$ cat src/rtl/spr_dma_pkg.sv
package spr_dma_pkg;
  typedef enum logic [1:0] {
    ST_IDLE  = 2'd0,
    ST_ALIGN = 2'd1,
    ST_READ  = 2'd2,
    ST_WRITE = 2'd3
  } dma_state_e;
endpackage

$ cat src/rtl/spr_dma_sched.sv
module spr_dma_sched
  import spr_dma_pkg::*;
#(
  parameter int ALIGN_ODD  = 1,
  parameter int ALIGN_EVEN = 2
) (
  input  logic       clk,
  input  logic       rst_n,
  input  logic       start_i,
  input  logic       parity_odd_i,
  input  logic       last_ofs_i,
  output dma_state_e state_o,
  output logic       accept_o,
  output logic       step_o,
  output logic       done_o
);
  localparam int ALIGN_MAX = (ALIGN_ODD > ALIGN_EVEN) ? ALIGN_ODD : ALIGN_EVEN;
  localparam int CNT_W     = $clog2(ALIGN_MAX + 1);

  dma_state_e       state_q;
  logic [CNT_W-1:0] align_q;
  logic             done_q;

  assign accept_o = start_i && (state_q == ST_IDLE);
  assign step_o   = (state_q == ST_WRITE);
  assign state_o  = state_q;
  assign done_o   = done_q;

  always_ff @(posedge clk) begin
    if (!rst_n) begin
      state_q <= ST_IDLE;
      align_q <= '0;
      done_q  <= 1'b0;
    end else begin
      done_q <= (state_q == ST_WRITE) && last_ofs_i;
      case (state_q)
        ST_IDLE: begin
          if (accept_o) begin
            state_q <= ST_ALIGN;
            align_q <= parity_odd_i ? CNT_W'(ALIGN_ODD) : CNT_W'(ALIGN_EVEN);
          end
        end
        ST_ALIGN: begin
          if (align_q <= CNT_W'(1)) state_q <= ST_READ;
          else                      align_q <= align_q - CNT_W'(1);
        end
        ST_READ:  state_q <= ST_WRITE;
        ST_WRITE: state_q <= last_ofs_i ? ST_IDLE : ST_READ;
        default:  state_q <= ST_IDLE;
      endcase
    end
  end
endmodule

$ cat src/rtl/spr_dma_addr.sv
module spr_dma_addr #(
  parameter int PAGE_W = 8,
  parameter int OFS_W  = 8
) (
  input  logic                    clk,
  input  logic                    rst_n,
  input  logic                    load_i,
  input  logic [PAGE_W-1:0]       page_i,
  input  logic                    step_i,
  output logic [PAGE_W+OFS_W-1:0] addr_o,
  output logic                    last_o
);
  logic [PAGE_W-1:0] page_q;
  logic [OFS_W-1:0]  ofs_q;

  always_ff @(posedge clk) begin
    if (!rst_n) begin
      page_q <= '0;
      ofs_q  <= '0;
    end else if (load_i) begin
      page_q <= page_i;
      ofs_q  <= '0;
    end else if (step_i) begin
      ofs_q  <= ofs_q + OFS_W'(1);
    end
  end

  assign addr_o = {page_q, ofs_q};
  assign last_o = &ofs_q;
endmodule

$ cat src/rtl/spr_dma_hold.sv
module spr_dma_hold #(
  parameter int DATA_W = 8
) (
  input  logic              clk,
  input  logic              rst_n,
  input  logic              capture_i,
  input  logic [DATA_W-1:0] d_i,
  output logic [DATA_W-1:0] q_o
);
  logic [DATA_W-1:0] q;

  always_ff @(posedge clk) begin
    if (!rst_n)         q <= '0;
    else if (capture_i) q <= d_i;
  end

  assign q_o = q;
endmodule

$ cat src/rtl/spr_dma.sv
module spr_dma
  import spr_dma_pkg::*;
#(
  parameter int PAGE_W     = 8,
  parameter int OFS_W      = 8,
  parameter int DATA_W     = 8,
  parameter int ALIGN_ODD  = 1,
  parameter int ALIGN_EVEN = 2
) (
  input  logic                    clk,
  input  logic                    rst_n,
  input  logic                    start_i,
  input  logic [PAGE_W-1:0]       page_i,
  input  logic                    parity_odd_i,
  output logic                    stall_o,
  output logic                    rd_req_o,
  output logic [PAGE_W+OFS_W-1:0] rd_addr_o,
  input  logic [DATA_W-1:0]       rd_data_i,
  output logic                    wr_stb_o,
  output logic [DATA_W-1:0]       wr_data_o,
  output logic                    done_o
);
  dma_state_e state;
  logic       accept;
  logic       step;
  logic       last_ofs;

  spr_dma_sched #(
    .ALIGN_ODD (ALIGN_ODD),
    .ALIGN_EVEN(ALIGN_EVEN)
  ) u_sched (
    .clk         (clk),
    .rst_n       (rst_n),
    .start_i     (start_i),
    .parity_odd_i(parity_odd_i),
    .last_ofs_i  (last_ofs),
    .state_o     (state),
    .accept_o    (accept),
    .step_o      (step),
    .done_o      (done_o)
  );

  spr_dma_addr #(
    .PAGE_W(PAGE_W),
    .OFS_W (OFS_W)
  ) u_addr (
    .clk   (clk),
    .rst_n (rst_n),
    .load_i(accept),
    .page_i(page_i),
    .step_i(step),
    .addr_o(rd_addr_o),
    .last_o(last_ofs)
  );

  spr_dma_hold #(
    .DATA_W(DATA_W)
  ) u_hold (
    .clk      (clk),
    .rst_n    (rst_n),
    .capture_i(rd_req_o),
    .d_i      (rd_data_i),
    .q_o      (wr_data_o)
  );

  assign stall_o  = (state != ST_IDLE);
  assign rd_req_o = (state == ST_READ);
  assign wr_stb_o = (state == ST_WRITE);
endmodule

$ cat config.mk
export PLATFORM = sky130hd
export DESIGN_NAME = spr_dma
export DESIGN_NICKNAME = d
export VERILOG_FILES = /design/src/rtl/spr_dma_pkg.sv /design/src/rtl/spr_dma_sched.sv /design/src/rtl/spr_dma_addr.sv /design/src/rtl/spr_dma_hold.sv /design/src/rtl/spr_dma.sv
export SDC_FILE = /design/constraint.sdc
export NUM_CORES = 1
export LEC_CHECK = 0
export BUFFER_PORTS_ARGS = -buffer_cell sky130_fd_sc_hd__buf_2
export CAP_MARGIN = 20
export CORE_UTILIZATION = 45
export DETAILED_ROUTE_END_ITERATION = 10
export GPL_TIMING_DRIVEN = 0
export PLACE_DENSITY_LB_ADDON = 0.05
export REMOVE_ABC_BUFFERS = 1
export SLEW_MARGIN = 5
export SYNTH_ARGS = -nofsm -noshare
export SYNTH_HDL_FRONTEND = slang
export SYNTH_SLANG_ARGS = --single-unit
$ cat constraint.sdc
create_clock -name clk -period 4.2 [get_ports clk]
set_clock_uncertainty 0.2 [all_clocks]
set_input_delay 0.84 -clock clk [delete_from_list [all_inputs] [get_ports clk]]
set_output_delay 0.84 -clock clk [all_outputs]
set_load 0.02 [all_outputs]
* Word-level counts from Yosys, hierarchy flattened *
Index checks and enable logic that the tools add are counted.

word-level totals
  flip-flop bits (word level) = 29
  input port bits = 20

cells by class
  eq/ne operators = 6
  bitwise logic cells = 1
  reduce and logical (&&, ||, !) cells = 9
  add/subtract/negate cells = 2
  $lt $le $gt $ge = 1
  mux-type cells = 8

operators with widths
  cell                 count
  $mux 2               6
  $add 8x1->8 const B  1
  $pmux 2 s4           1
  $reduce_and 8->1     1
  $eq 2x2->1 const B   2
  $ne 2x2->1 const B   2
  $pmux 2 s2           1
  $reduce_bool 2->1    2
  $reduce_and 3->1     1
  $eq 2x1->1 const B   1
  $le 2x1->1 const B   1
  $logic_and 1x1->1    2
  $logic_not 2->1      1
  $ne 2x1->1 const B   1
  $reduce_and 2->1     1
  $reduce_or 2->1      1
  $sub 2x1->2 const B  1
  $not 1->1            1

* Depth between registers and ports, before layout *
  word-level depth = 4
  depth in mapped cells = 5

* Modules after synthesis *
A second synthesis with hierarchy kept.

second synthesis, totals
  cell total of the unflattened synthesis = 119
  area total of the unflattened synthesis = 1213.7 um2

modules (own cells, without submodules)
  module         instances  area an instance (um2)  cells each  sequential area each (um2)
  spr_dma_addr   1          646.9                   65          320.3
  spr_dma_hold   1          301.5                   25          160.2
  spr_dma_sched  1          242.7                   26          100.1
  spr_dma        1          22.5                    3           0.0

* Worst setup path after synthesis *
Ideal clock, no wire load.

  kind = register to output
  start = reg u_sched.state_q[0], in the netlist u_sched.state_o[0]
  end = out rd_req_o
  setup slack = 2189 ps
  data arrival time = 971 ps
  cell stages (with the launch flop) = 4
  cells stage by stage = dfxtp_1 -> nand2b_1 -> buf_2 -> clkinv_1

on the way
  word-level cells in the longest chain between the ends = 1

RTL lines
  what                    line                 source
  from (decl)             spr_dma_sched.sv:20  dma_state_e state_q;
  from (signal assigned)  spr_dma_sched.sv:48  ST_WRITE: state_q <= last_ofs_i ? ST_IDLE : ST_READ;
  $eq 2x2->1              spr_dma.sv:67        assign rd_req_o = (state == ST_READ);
  to (decl)               spr_dma.sv:16        output logic rd_req_o,

Every way passes these cells.

* Worst setup path after layout *
Same ends and word-level chain as after synthesis.

==> metrics.txt <==
status=finished clean; Worst Path Required=roughly 3.2 ns; initial antenna violation count=0; crit path kind=reg2out; antenna fix cells=0; core area=2480 um^2; top-area cell type share of the netlist area=0.489; setup bufs post-CTS=0; vias in the first global route=around 900; Worst Hold End=u_hold.q_o[6]$_SDFFE_PN0P_; DRT antenna net count=0; Max-Slew Margin vs Limit=0.640; critical path depth=3; Synth Flop Type=dfxtp_1; met2 WL=1130 um; Clock transition at path regs=0.10 ns; WL met1=~1100 um; routed len/inst=between 10 and 15 um; Cell Area, Synth=1190 um^2; clk sinks=29; Die Wd=53.3 um; largest stage delay on the critical path=between 0.6 and 0.7 ns; post-CTS resize count=0; Cells on Worst Hold Path=2; Arr. time, crit path=1.94 ns; TritonCTS Buffers=5; slew of the pin with the lowest slew margin=0.539 ns; First DRT Iteration DRCs=26; Area Growth Syn to Fin=25.1%; top cells by count, synth=nand2_1, dfxtp_1, a21oi_1; Starting Density=0.479; min-delay src=u_hold.q_o[6]$_SDFFE_PN0P_; Final Hold Vio Count=0; GPL Wtd Cong=0.677; area leader, netlist=dfxtp_1; Max-Cap Viols=0; top cell family by delay on the critical path=flip-flops; Bufs on Longest Clock Path=2; TNS Setup=0 ns; R2R Path Start=u_sched.state_o[0]$_SDFFE_PN0P_; count leader, synth=nand2_1; fmax=between 0.3 and 0.4 GHz; number of cell rows=18; Reg-to-Reg End=u_hold.q_o[3]$_SDFFE_PN0P_; H-tree levels=2; Slew Limit Fails=0; endpoint class of the critical path=output port; layout cells sized above 1=0.323; Hold Crit Class=reg2reg; top layer in use=met4; final WL=2480 um; Boundary Pins=48; Post-synth EDFFs=0; Via density=4.94; critical path peak fanout=15; Routed met3 length=160 um; startpoint types=register; Final min period=a little under 3 ns; top post-synthesis cells by area=dfxtp_1, nand2_1, a21oi_1; crit path buf inv count=2; residual DRC count=0; Fill cells=between 200 and 250; RSZ-0062 raised after global routing=false; GR Util All Layers=0.194; die height=53.3 um; Post-Syn Area per Cell=8.35 um^2; dpl cells=214; Peak VDD IR=238 uV; first-pass GRT wire length=3790 um; clk_lat worst skew=roughly 0.33 ns; CTS tree=built; total number of vias=roughly 1100; Worst path slowest cell=dfxtp_1; Detailed Place HPWL=1750 um; leakage power=0.000661 uW; largest net degree at the start of global routing=19; Final setup viols=0; Pwr Density=386 nW/um^2; Final period util=0.709; asr flop ratio synth=0; die area=2850 um^2; count of input and output buffers=47; Root Buffer=clkbuf_4; reg2reg setup slack=2.31 ns; crit path cell chain=nand2b_1, clkinv_1, buf_2; NumNets Final=213; CTS Hold Bufs=0; Overflow after GRT=0; Yosys warning count=0; Cells after Synth=142; Seq/Total Area, Yosys=0.489; Unique masters post-synth=32; TritonRoute pass-1 iters=4; flops & latches, synth=29; Worst R2R Path Depth=4; fin cells=222
## worst max-delay path by stage
stage / from / to / slack, ns
after floorplan: u_sched.state_o[0]$_SDFFE_PN0P_ / rd_req_o / 1.99
after global placement: u_sched.state_o[0]$_SDFFE_PN0P_ / rd_req_o / 1.63
after detailed placement: u_sched.state_o[0]$_SDFFE_PN0P_ / rd_req_o / 1.61
after CTS: u_sched.state_o[0]$_SDFFE_PN0P_ / rd_req_o / 1.22
after global routing: u_sched.state_o[0]$_SDFFE_PN0P_ / rd_req_o / 1.09
final: u_sched.state_o[0]$_SDFFE_PN0P_ / rd_req_o / 1.22
## state kept, by name (all words and copies together) (netlist names)
register	cells
u_addr.page_q	8
u_sched.state_o	2
u_hold.q_o	8
u_addr.ofs_q	8
u_sched.done_o	1
u_sched.align_q	2
## power breakdown
group | internal [uW] | total [uW] | switching, uW
clock | 63.6 | 161 | 97.9
combinational | 40.5 | 102 | 61.7
sequential | 292 | 309 | 17.8
total | 396 | 573 | 177
## routing by layer
metal / track usage / vias up
met2: 0.294 / 33
met4: 0.0921 / 0
met1: 0.229 / 479
li1: - / 580
met5: 0 / -
met3: 0.0891 / 5
## worst min-delay path, cell delays in order, from the launching register on
cell     delay (ns)
dfxtp_1        0.32
nand2_1        0.05
a21oi_1        0.05
## layout make-up
| class | count | area, um^2 | area share |
|---|---|---|---|
| clock buffers | 6 | 41.3 | 0.0278 |
| inverters | 9 | 33.8 | 0.0228 |
| repair buffers | 47 | 235 | 0.159 |
| flip-flops and latches | 29 | 581 | 0.391 |
| multi-input cells | 99 | 546 | 0.368 |
| well taps | 30 | 37.5 | 0.0253 |
| clock inverters | 2 | 10.0 | 0.00675 |
## logic make-up after synthesis
kind of cell / synth area share
fa+ha+maj: 0.0211
compound gates: 0.165
buf+inv: 0.0506
simple gates: 0.260
flops: 0.489
xor+xnor: 0.0148
## cell usage in the layout, fill, tap and decap left out
cell type / netlist / layout
and2_1: 1 / 1
or3_1: 4 / 4
or4_1: 1 / 1
clkbuf_1: 1 / 1
a21oi_1: 26 / 26
or2_2: 1 / 1
clkbuf_4: 0 / 5
nor3_1: 1 / 1
a221oi_1: 1 / 1
ha_1: 2 / 2
inv_1: 7 / 7
buf_2: 3 / 47
nand3_1: 2 / 2
o31ai_1: 1 / 1
nor3b_4: 1 / 1
nor3b_1: 2 / 2
o21ai_0: 4 / 4
nand2_2: 1 / 1
nand2b_1: 4 / 4
or3b_2: 1 / 1
nor4_1: 1 / 1
xnor2_1: 1 / 1
o221a_2: 2 / 2
dfxtp_1: 29 / 29
o22ai_1: 1 / 1
clkinv_2: 0 / 2
xor2_1: 1 / 1
nor2_1: 2 / 2
nand4_2: 1 / 1
clkinv_1: 2 / 2
nand2_1: 35 / 35
nand3_2: 1 / 1
nand4_1: 1 / 1
## per-stage QoR
stage / area [um^2] / worst slack (ns) / hold WS [ns] / total power [uW] / util
2_1_floorplan: 1160 / 1.99 / 0.272 / 381 / -
3_3_place_gp: 1430 / 1.63 / 0.239 / 415 / 0.578
3_5_place_dp: 1430 / 1.61 / 0.243 / 418 / 0.578
4_1_cts: 1480 / 1.22 / 0.256 / 578 / 0.599
5_1_grt: 1480 / 1.09 / 0.278 / 603 / 0.599
6_report: 1480 / 1.22 / 0.256 / 573 / 0.599
(Power assumes the default switching activity.)
